$ cat config.mk
export PLATFORM = sky130hd
export DESIGN_NAME = rst_sequencer
export DESIGN_NICKNAME = d
export VERILOG_FILES = /design/src/rtl/rst_sequencer.sv
export SDC_FILE = /design/constraint.sdc
export NUM_CORES = 1
export LEC_CHECK = 0
export ABC_AREA = 1
export BUFFER_PORTS_ARGS = -buffer_cell sky130_fd_sc_hd__buf_2
export CELL_PAD_IN_SITES_DETAIL_PLACEMENT = 1
export CELL_PAD_IN_SITES_GLOBAL_PLACEMENT = 1
export CORE_UTILIZATION = 35
export DETAILED_ROUTE_END_ITERATION = 12
export GPL_TIMING_DRIVEN = 0
export PLACE_DENSITY = 0.82
export SLEW_MARGIN = 5
export SYNTH_ARGS = -nofsm -noshare
export SYNTH_HDL_FRONTEND = slang
export SYNTH_SLANG_ARGS = --single-unit
$ cat constraint.sdc
create_clock -name clk -period 1.5 [get_ports clk]
set_input_delay 0.225 -clock clk [delete_from_list [all_inputs] [get_ports clk]]
set_output_delay 0.225 -clock clk [all_outputs]
set_load 0.05 [all_outputs]
$ cat src/rtl/rst_sequencer.sv
module rst_sequencer #(
  parameter int PHASE_CYC  = 240,
  parameter int STAB_SHORT = 256,
  parameter int STAB_LONG  = 4096,
  parameter int PIN_SETTLE = 4
) (
  input  logic       clk,
  input  logic       por_n,
  input  logic       lvd_i,
  input  logic       wdg_trip_i,
  input  logic       bad_op_i,
  input  logic       pin_sense_n_i,
  input  logic       osc_is_resonator_i,
  input  logic       flg_wr_i,
  input  logic [1:0] flg_wdata_i,
  output logic       pin_drive_n_o,
  output logic       core_rst_n_o,
  output logic       vec_fetch_o,
  output logic [1:0] flg_rdata_o
);
  localparam int MAXC = (PHASE_CYC > STAB_LONG) ?
                        ((PHASE_CYC > STAB_SHORT) ? PHASE_CYC : STAB_SHORT) :
                        ((STAB_LONG > STAB_SHORT) ? STAB_LONG : STAB_SHORT);
  localparam int CW = (MAXC < 2) ? 1 : $clog2(MAXC);
  localparam logic [CW-1:0] PH_LAST = CW'(PHASE_CYC - 1);
  localparam logic [CW-1:0] SS_LAST = CW'(STAB_SHORT - 1);
  localparam logic [CW-1:0] SL_LAST = CW'(STAB_LONG - 1);
  localparam logic [CW-1:0] SETTLE  = CW'(PIN_SETTLE);

  typedef enum logic [1:0] {S_RUN, S_PHASE, S_STAB} st_t;
  typedef enum logic [1:0] {C_PIN, C_LV, C_WDG, C_ILL} cause_t;

  st_t           st;
  cause_t        cause, req_cause;
  logic [CW-1:0] cnt, stab_last;
  logic [1:0]    pin_sync, flags, flags_nxt;
  logic          ext_low, req_any, hold, vec_q;

  always_ff @(posedge clk or negedge por_n)
    if (!por_n) pin_sync <= 2'b11;
    else        pin_sync <= {pin_sync[0], pin_sense_n_i};

  assign ext_low   = ~pin_sync[1];
  assign req_any   = lvd_i | wdg_trip_i | bad_op_i | ext_low;
  assign req_cause = lvd_i ? C_LV : wdg_trip_i ? C_WDG : bad_op_i ? C_ILL : C_PIN;
  assign hold      = (cause == C_LV && lvd_i) || (cause == C_PIN && ext_low);
  assign stab_last = osc_is_resonator_i ? SL_LAST : SS_LAST;

  always_ff @(posedge clk or negedge por_n) begin
    if (!por_n) begin
      st    <= S_PHASE;
      cause <= C_LV;
      cnt   <= '0;
      vec_q <= 1'b0;
    end else begin
      vec_q <= 1'b0;
      unique case (st)
        S_RUN:
          if (req_any) begin
            st    <= S_PHASE;
            cause <= req_cause;
            cnt   <= '0;
          end
        S_PHASE:
          if (lvd_i && cause != C_LV) begin
            cause <= C_LV;
            cnt   <= '0;
          end else if (cnt == PH_LAST) begin
            if (!hold) begin
              st  <= S_STAB;
              cnt <= '0;
            end
          end else begin
            cnt <= cnt + CW'(1);
          end
        S_STAB:
          if (lvd_i) begin
            st    <= S_PHASE;
            cause <= C_LV;
            cnt   <= '0;
          end else if (ext_low && cnt >= SETTLE) begin
            st    <= S_PHASE;
            cause <= C_PIN;
            cnt   <= '0;
          end else if (cnt == stab_last) begin
            st    <= S_RUN;
            vec_q <= 1'b1;
          end else begin
            cnt <= cnt + CW'(1);
          end
        default: st <= S_RUN;
      endcase
    end
  end

  always_comb begin
    flags_nxt = flags;
    if (flg_wr_i) flags_nxt = flags_nxt & flg_wdata_i;
    if (st == S_RUN && wdg_trip_i) flags_nxt[0] = 1'b1;
    if (lvd_i) flags_nxt = 2'b10;
  end

  always_ff @(posedge clk or negedge por_n)
    if (!por_n) flags <= 2'b10;
    else        flags <= flags_nxt;

  assign pin_drive_n_o = !(st == S_PHASE && cause != C_PIN);
  assign core_rst_n_o  = (st == S_RUN);
  assign vec_fetch_o   = vec_q;
  assign flg_rdata_o   = flags;
endmodule


== Word-level counts from Yosys, hierarchy flattened ==
Index checks and enable logic that the tools add are counted.

* Bits in registers: 21
* Latch bits: 0
* Bits in writable memories: 0
* ROM bits: 0
* Input port bits: 10
* Output and inout bits: 5
* Logic and storage cells: 78
* Memories kept: 0

* Add/subtract/negate cells: 1
* Multiply operators: 0
* Divide/modulo/power cells: 0
* Magnitude comparators: 1
* Equal/unequal tests: 15
* Shift-type cells: 0
* Muxes and demuxes: 32
* Bitwise operators: 5
* Reduce and logical (&&, ||, !) cells: 17

{| class="wikitable"
|+ Operators with widths
! kind !! count
|-
| 2-to-1 mux 12 bit || 8
|-
| one-hot mux 12 bit (3 select lines) || 1
|-
| 2-to-1 mux 2 bit || 16
|-
| adder 12 x 1 -> 12 bit (second input constant) || 1
|-
| == test 12 bit || 1
|-
| == test 12 x 8 -> 1 bit (second input constant) || 1
|-
| >= comparator 12 x 3 -> 1 bit (second input constant) || 1
|-
| != test 4 bit (second input constant) || 3
|-
| one-hot mux 2 bit (3 select lines) || 2
|-
| != test 2 bit (second input constant) || 4
|-
| AND reduction 4 bit || 2
|-
| logical AND 1 bit || 6
|-
| nonzero test 3 bit || 2
|-
| 2-to-1 mux 1 bit || 5
|-
| AND reduction 5 bit || 1
|-
| == test 2 x 1 -> 1 bit (second input constant) || 2
|-
| logical NOT 2 bit || 2
|-
| != test 2 x 1 -> 1 bit (second input constant) || 2
|-
| nonzero test 2 bit || 2
|-
| != test 3 bit (second input constant) || 1
|-
| OR 1 bit || 3
|-
| AND 2 bit || 1
|-
| == test 2 bit (second input constant) || 1
|-
| logical NOT 1 bit || 1
|-
| 2 further kinds || 2
|}

== Logic depth before layout (Yosys ltp) ==
Gate-level depths: netlist of run 1.

* Depth after elaboration: 7
* Gate-level depth with buffers: 11
* Gate-level depth less buffers: 11

== Least setup slack after synthesis of run 1 ==
OpenSTA, ideal clock, no wires.

* Kind: reg-to-reg
* Start: register st[0]
* End: register cnt[7]
* Library setup time: 116 ps
* Arrival time: 1,743 ps
* Required time: 1,384 ps
* Setup slack: -360 ps
* Cell stages (with the launch flop): 10
* Buffers on the path: 1
* Period minus slack after synthesis: 1,860 ps
* Cells stage by stage: dfstp_2 inv_1 ha_1 nand4_1 nand2_1 a21oi_2 nand2_4 buf_6 nand2_1 nand2_1

* Word-level cells in the longest chain between the ends: 3
* Elaborated cells on any way between the ends: 9
* Those cells by class: 5 x eq/ne; 1 x mux; 3 x reduce/logical

{| class="wikitable"
|+ Ends and longest elaborated chain
! item !! RTL line !! RTL
|-
| from (decl) || 33 || <nowiki>st_t st;</nowiki>
|-
| from (signal assigned) || 51 || <nowiki>st <= S_PHASE;</nowiki>
|-
| from (signal assigned) || 60 || <nowiki>st <= S_PHASE;</nowiki>
|-
| from (signal assigned) || 70 || <nowiki>st <= S_STAB;</nowiki>
|-
| logical NOT 2 bit (*) || n/a ||
|-
| net core_rst_n_o || 17 || <nowiki>output logic core_rst_n_o,</nowiki>
|-
| != test 2 x 1 -> 1 bit (no line) or nonzero test 3 bit (tied branches) || n/a ||
|-
| AND reduction 4 bit (no line) || n/a ||
|-
| to (signal assigned) || 74 || <nowiki>cnt <= cnt + CW'(1);</nowiki>
|-
| to (signal assigned) || 89 || <nowiki>cnt <= cnt + CW'(1);</nowiki>
|-
| to (decl) || 35 || <nowiki>logic [CW-1:0] cnt, stab_last;</nowiki>
|}

The timed path passes the listed nets; every way through them passes the cells marked *.
A chain may end at the register's enable or synchronous reset.

== Final worst setup path of run 1 ==
* Start: register cnt[1]
* End: register cnt[1]

* Word-level cells in the longest chain between the ends: 5
* Elaborated cells on any way between the ends: 14
* Those cells by class: 1 x add/sub; 1 x order compare; 4 x eq/ne; 6 x mux; 2 x reduce/logical

{| class="wikitable"
|+ Ends and longest elaborated chain
! item !! RTL line !! RTL
|-
| adder 12 x 1 -> 12 bit or >= comparator 12 x 3 -> 1 bit (tied branches) || 74, 89, 81 ||
|-
| 2-to-1 mux 12 bit or logical AND 1 bit (tied branches) || 85, 81 ||
|-
| 2-to-1 mux 12 bit || 81 || <nowiki>end else if (ext_low && cnt >= SETTLE) begin</nowiki>
|-
| 2-to-1 mux 12 bit || 77 || <nowiki>if (lvd_i) begin</nowiki>
|-
| one-hot mux 12 bit (3 select lines) || 57 || <nowiki>unique case (st)</nowiki>
|}

Several ways; a longest one is shown, not always the timed one. The select of a mux whose other input is x is not followed.

==> results of run 1 <==
-- layer usage --
layer | global-route usage [%] | vias up | share of wire [%]
met5 | 0 | - | 0
li1 | - | 804 | -
met4 | 8.85 | 0 | 1.6
met1 | 30.1 | 817 | 46
met3 | 1.67 | 7 | 2.4
met2 | 36.2 | 31 | 50
-- critical path: stages (launching register included) --
cell	delay, ps
dfrtp_1	380
ha_2	210
nand2_4	70
nor2_4	180
nand2_2	80
a21oi_2	150
nand3_2	120
nand2_4	110
inv_4	50
buf_6	130
nand2_2	50
nand2_1	50
-- cell usage after synthesis --
master,number,share of area [%]
nor2_2,2,0.81
o21ai_0,11,3.6
buf_6,3,2.2
nor2_1,27,6.6
a21oi_2,2,1.1
dfstp_2,5,8.6
nor3_1,1,0.33
buf_2,2,0.65
inv_1,21,5.1
o21bai_2,1,0.73
nor2_4,1,0.73
nand2_2,4,1.6
nand3b_1,1,0.49
o21ai_1,1,0.33
nand2_1,85,21
dfrtp_1,16,26
nand3_2,1,0.65
nand2_4,1,0.73
ha_1,7,5.7
inv_2,5,1.2
xor2_1,1,0.57
nand3_1,16,5.2
a21boi_0,1,0.49
a21oi_1,16,5.2
nand4_1,1,0.41
-- path summary, 6_finish.rpt --
path | slack [ps] | cells past startpoint | endpoint | startpoint
min in group asynchronous | 440 | 2 | cnt[1]$_DFFE_PN0P_ | por_n
setup reg to reg | -200 | 11 | cnt[1]$_DFFE_PN0P_ | cnt[1]$_DFFE_PN0P_
hold / removal | 50 | 1 | pin_sync[0]$_DFF_PN1_ | pin_sense_n_i
max in group asynchronous | 700 | 2 | flg_rdata_o[1]$_DFFE_PN1P_ | por_n
setup / recovery | -200 | 11 | cnt[1]$_DFFE_PN0P_ | cnt[1]$_DFFE_PN0P_
hold reg to reg | 360 | 0 | pin_sync[1]$_DFF_PN1_ | pin_sync[0]$_DFF_PN1_
-- what timing repair did --
action | CTS | global route
cloned | 0 | 1
gates resized for setup | 17 | 41
pin swaps | 7 | 21
hold endpoints to repair | 16 | 0
hold buffers | 1 | 0
setup endpoints to repair | 18 | 18
buffers inserted | 12 | 10
-- power by group --
| group | total [mW] | switching (mW) | internal [mW] |
|---|---|---|---|
| registers | 0.761 | 0.103 | 0.658 |
| clock network | 0.397 | 0.207 | 0.190 |
| logic | 0.702 | 0.428 | 0.274 |
-- flip-flops by register name, indices dropped and copies added, names as in the netlist --
name,cells
cause,2
flg_rdata_o,2
cnt,12
vec_fetch_o,1
st,2
pin_sync,2
-- per-stage QoR --
step	hold slack, ps	cell area [sq um]	setup TNS (ps)	utilization [%]
3_3_place_gp	211	1680	-2840	40.8
4_1_cts	42.0	1870	-1790	45.4
2_1_floorplan	-70.6	1550	-821	-
5_1_grt	35.0	2060	-3660	50.2
3_5_place_dp	221	1680	-3250	40.8
6_report	47.3	2060	-2430	50.2
-- layout by cell type (no fill, tap or decap) --
master         Yosys  routed
nor2_1            27      19
ha_2               0       1
buf_6              3       7
xor2_1             1       1
dlygate4sd3_1      0       1
a21oi_4            0       1
dfstp_2            5       5
buf_8              0       1
a21oi_1           16      15
dfrtp_1           16      12
inv_2              5       7
dfrtp_2            0       4
clkbuf_8           0       3
a21boi_2           0       1
nor2_4             1       3
nor3_2             0       1
a21oi_2            2       2
nand4_1            1       1
ha_4               0       3
inv_1             21      18
nand3_2            1       2
o21ai_2            0       1
o21bai_2           1       1
clkbuf_1           0       1
nand2_1           85      71
nand3_1           16      15
nand2_4            1       3
nand2_2            4      16
nand3b_1           1       1
inv_4              0       1
o21ai_0           11       8
nor2_2             2       8
o21ai_1            1       3
buf_4              0      20
buf_2              2      12
ha_1               7       3
-- cell families (layout without fill, tap and decap cells) --
group | Yosys count | in the layout | share of synthesized area (%)
and+or+nand+nor | 140 | 140 | 38.4
DFF | 21 | 21 | 34.6
buffers and inverters | 31 | 71 | 9.21
xor gates and xnor gates | 1 | 1 | 0.571
adders and majority gates | 7 | 7 | 5.70
AOI/OAI and AO/OA | 32 | 32 | 11.5
-- cell type report --
| class | instances | share of cell area [%] |
|---|---|---|
| sequential | 21 | 26.0 |
| multi-input combinational | 180 | 48.7 |
| timing repair buffer | 37 | 13.0 |
| tap | 50 | 3.03 |
| inverter | 26 | 4.85 |
| clock buffer | 4 | 2.18 |
| buffer | 4 | 2.18 |
==> out/metrics.csv, run 1 <==
stage,metric,value,unit
flow_run,cap_violations,0,
global_route,grt_first_pass_wirelength,7.55,mm
sta,skew,5.82,ps
floorplanning,dieArea,4660,sq um
floorplanning,dieHeight,68.2,um
sta,rsz0062_at_grt,yes,
sta,setup_slack,-196,ps
global_route,grt_pass1_vias,1555,
clocking,clock_sinks,21,
synth,synth-seq-cells,21,
placed_design,detailed_place_hpwl,3.05,mm
synth,syn_area_per_cell,6.62,sq um
finish,nNetsFinal,290,
detailed_routing,firstDrtPassIters,4,
floorplanning,coreArea,4120,sq um
detailed_routing,drc,0,
finish,regArea,537,sq um
global_route,overflow,0,
synth,netlist-cell-type-count,25,
floorplanning,rows,23,
critical_path,cp_max_fo,5,
status,violations,setup timing,
detailed_routing,vias,1659,
placed_design,port_buffers,14,
sta,final-hold-violation-count,0,
critical_path,required,1670,ps
global_route,antenna_found_initial,0,
finish,layout.cells.non_filler,322,
sta,fmax,0.589,GHz
floorplanning,die_x,68.2,um
synth,synth_cells,232,
power_and_ir_drop,powerDensity,901,nW/um^2
power_and_ir_drop,report.power.total,1.86,mW
clocking,path_clk_slew,80,ps
clocking,clock_path_buffers,2,
sta,fin_crit,1700,ps
synth,synth_nets,249,
placed_design,dp_cells,296,
floorplanning,start_util,37.3,%
finish,n_antenna_cell,0,
finish,multiInputGateArea,1010,sq um
synth,ys_seq_area_share,34.6,%
sta,period_share,113,%
synth,ys_warn_count,0,
critical_path,setup.worst_path.start_class,flip-flop,
critical_path,crit_type,reg -> reg,
critical_path,end_kind,flip-flop,
sta,slew_headroom,66.6,%
clocking,cts-root-buf,clkbuf_8,
detailed_routing,ant_nets,0,
clocking,numCtsBuffers,3,
clocking,cts_tree,done,
detailed_routing,wl,5.17,mm
detailed_routing,routedWlPerCell,16.1,um
placed_design,place.gp.congestion,0.812,
status,status,"complete, but fails checks",
finish,layout-drive-gt1-share,37.9,%
global_route,grt_max_degree,22,
clocking,cts_htree_levels,1,
detailed_routing,drtIter0Drc,108,
placed_design,dp_worst_setup_slack,-319,ps
critical_path,cp.arrival,1870,ps
sta,final_max_slew_viol_count,0,
floorplanning,ioPinCount,15,
synth,netlist_area,1540,sq um
finish,fill_cells,536,
global_route,grt_usage,22.2,%
detailed_routing,avgViaCountPerCell,5.15,
clocking,clk_latency,270,ps
power_and_ir_drop,vdd_drop_max,399,uV
sta,setup_viol,18,
power_and_ir_drop,p_leak,1.04,nW
finish,syn2layout_area_growth,34.5,%
hold_path,hold_path_class,in -> reg,
sta,worst_pin_slew,500,ps
No activity file was read; power rests on OpenSTA's default activity.
==> inputs of run 2 (changes only) <==
--- a/config.mk
+++ b/config.mk
@@ -6,13 +6,14 @@
 export NUM_CORES = 1
 export LEC_CHECK = 0
 export ABC_AREA = 1
+export ABC_CLOCK_PERIOD_IN_PS = 1500
 export BUFFER_PORTS_ARGS = -buffer_cell sky130_fd_sc_hd__buf_2
 export CELL_PAD_IN_SITES_DETAIL_PLACEMENT = 1
 export CELL_PAD_IN_SITES_GLOBAL_PLACEMENT = 1
-export CORE_UTILIZATION = 35
+export CORE_UTILIZATION = 37
 export DETAILED_ROUTE_END_ITERATION = 12
 export GPL_TIMING_DRIVEN = 0
-export PLACE_DENSITY = 0.82
+export PLACE_DENSITY = 0.85
 export SLEW_MARGIN = 5
 export SYNTH_ARGS = -nofsm -noshare
 export SYNTH_HDL_FRONTEND = slang
==> run 2 against run 1 <==
The run still ends with setup timing left. Clock power shrank 2%. Design area shrank 0.79%. Total power grew 2.3%. Routed wire length shrank 1.3%. Die area shrank 5.2%.
==> out/metrics.csv, run 2 (same netlist as run 1, synthesis figures left out) <==
stage,metric,value,unit,change
finish,mostFrequentLayoutCell,nand2_1,,
flow_run,cap_violations,0,,unchanged
finish,layout_common_cells,"nand2_1, nor2_1, inv_1",,
floorplanning,dieHeight,66.4,um,-2.7%
detailed_routing,routedWlPerCell,16.0,um,-0.35%
critical_path,end_kind,flip-flop,,
critical_path,timing.rr.start,cnt[5]$_DFFE_PN0P_,,
placed_design,place.gp.congestion,0.811,,-0.22%
global_route,grt_max_degree,22,,unchanged
sta,fin_crit,1730,ps,+28.9 ps
finish,syn2layout_area_growth,33.4,%,
clocking,path_clk_slew,90,ps,about the same
power_and_ir_drop,powerDensity,929,nW/um^2,+3.1%
power_and_ir_drop,p_leak,1.01,nW,-2.4%
power_and_ir_drop,report.power.total,1.90,mW,+2.3%
finish,regMostFlops,cnt,,
sta,fmax,0.580,GHz,-1.7%
finish,regArea,542,sq um,+0.93%
clocking,cts-root-buf,clkbuf_8,,
critical_path,cp_max_fo,10,,+5
clocking,clk_latency,270,ps,about the same
finish,n_antenna_cell,0,,unchanged
critical_path,timing.critical_path.mode_cell,nand2_1,,
power_and_ir_drop,vdd_drop_max,458,uV,+15%
finish,fill_cells,520,,-3.0%
clocking,cts_tree,done,,
sta,period_share,115,%,+1.9 points
floorplanning,ioPinCount,15,,unchanged
sta,skew,6.33,ps,+0.514 ps
hold_path,hold_path_class,in -> reg,,
detailed_routing,firstDrtPassIters,4,,unchanged
sta,worst_pin_slew,481,ps,-19.2 ps
critical_path,critical-path-max-stage-delay,450,ps,+70 ps
placed_design,placed_area,1680,sq um,unchanged
critical_path,cp.arrival,1890,ps,+20 ps
finish,layout-drive-gt1-share,39.0,%,+1.2 points
finish,nNetsFinal,287,,-1.0%
floorplanning,rows,23,,unchanged
detailed_routing,avgViaCountPerCell,5.07,,-1.7%
critical_path,reg2reg_depth,10,,-1
floorplanning,die_x,66.4,um,-2.7%
global_route,antenna_found_initial,0,,unchanged
critical_path,required,1660,ps,about the same
detailed_routing,wl,5.10,mm,-1.3%
sta,final_max_slew_viol_count,0,,unchanged
global_route,grt_usage,21.9,%,-0.29 points
critical_path,slowest_stage,dfrtp_2,,
sta,slew_headroom,67.9,%,+1.3 points
detailed_routing,drtIter0Drc,69,,-36%
clocking,clock_path_buffers,2,,unchanged
hold_path,hp-start,pin_sense_n_i,,
global_route,grt_first_pass_wirelength,7.19,mm,-4.8%
hold_path,hold-path-cell-count,1,,unchanged
placed_design,detailed_place_hpwl,2.97,mm,-2.7%
sta,setup_viol,17,,-1
sta,rsz0062_at_grt,yes,,
global_route,grt_pass1_vias,1539,,-1.0%
placed_design,port_buffers,14,,unchanged
clocking,cts_htree_levels,1,,unchanged
critical_path,crit_start,cnt[5]$_DFFE_PN0P_,,
clocking,clock_sinks,21,,unchanged
floorplanning,coreArea,4000,sq um,-2.8%
finish,multiInputGateArea,1010,sq um,unchanged
clocking,numCtsBuffers,3,,unchanged
finish,largest_reg_flops,12,,unchanged
status,status,"complete, but fails checks",,
floorplanning,start_util,38.4,%,+1.1 points
finish,fin_area,2050,sq um,-0.79%
sta,setup_slack,-225,ps,-28.9 ps
sta,final-hold-violation-count,0,,unchanged
status,violations,setup timing,,
critical_path,path_cells,buf_4 -> nand2_1 -> inv_2 -> nand3_1 -> nor2_2 -> a21oi_4 -> nand2_4 -> buf_6 -> nand2_1 -> nand2_2,,
global_route,overflow,0,,unchanged
critical_path,setup.worst_path.start_class,flip-flop,,
detailed_routing,vias,1616,,-2.6%
floorplanning,dieArea,4410,sq um,-5.2%
critical_path,crit_type,reg -> reg,,
detailed_routing,ant_nets,0,,unchanged
detailed_routing,drc,0,,unchanged
==> run 2: metal layers <==
layer | up-vias | routed length (um) | track usage (%)
met3 | 10 | 103 | 2.24
met1 | 784 | 2400 | 29.2
met4 | 0 | 106 | 11.2
met2 | 24 | 2490 | 34.7
li1 | 798 | - | -
met5 | - | 0 | 0
==> run 2: final timing paths <==
| kind | to | slack, ps |
|---|---|---|
| max reg2reg | cnt[8]$_DFFE_PN0P_ | -230 |
| max | cnt[8]$_DFFE_PN0P_ | -230 |
| max in group asynchronous | cnt[3]$_DFFE_PN0P_ | 700 |
| min in group asynchronous | flg_rdata_o[0]$_DFFE_PN0P_ | 450 |
| min | pin_sync[0]$_DFF_PN1_ | 50 |
| min reg2reg | pin_sync[1]$_DFF_PN1_ | 360 |
==> run 2: stage by stage <==
stage,instances,hold slack [ps],setup TNS [ps],util [%],setup slack (ps)
after floorplan,232,-70.6,-821,-,-86.5
after global placement,296,208,-3060,42.0,-288
after detailed placement,296,215,-3630,42.0,-338
after CTS,308,40.9,-2360,46.4,-190
after global routing,319,39.1,-4470,51.2,-317
final,319,46.8,-2900,51.2,-225
==> run 2: layout make-up <==
| class | instances | share of cell area, % |
|---|---|---|
| repair buffers | 34 | 12.0 |
| multi-input cells | 180 | 49.1 |
| plain buffers | 4 | 2.20 |
| inverters | 26 | 4.89 |
| clock buffers | 3 | 2.02 |
| flip-flops and latches | 21 | 26.5 |
| well taps | 50 | 3.05 |
| clock inverters | 1 | 0.244 |
==> run 2: worst max-delay path, delay by kind of cell, from the launching register on <==
| kind | cells | cell delay [ps] |
|---|---|---|
| simple gates | 6 | 580 |
| flops | 1 | 450 |
| buf+inv | 3 | 370 |
| compound gates | 1 | 200 |
==> run 2: what timing repair did <==
| item | 4_1_cts | 5_1_grt |
|---|---|---|
| setup buffers | 50 | 12 |
| endpoints found under the hold margin | 16 | 0 |
| endpoints found under the setup margin | 18 | 18 |
| gates resized for setup | 23 | 37 |
| pin swaps | 11 | 19 |
| hold buffers | 1 | 0 |
| gates cloned | 1 | 0 |
==> run 2: power breakdown <==
part	leakage (nW)	internal (mW)	switching, mW
clock	0.0255	0.185	0.203
combinational	0.729	0.301	0.453
sequential	0.258	0.662	0.0978
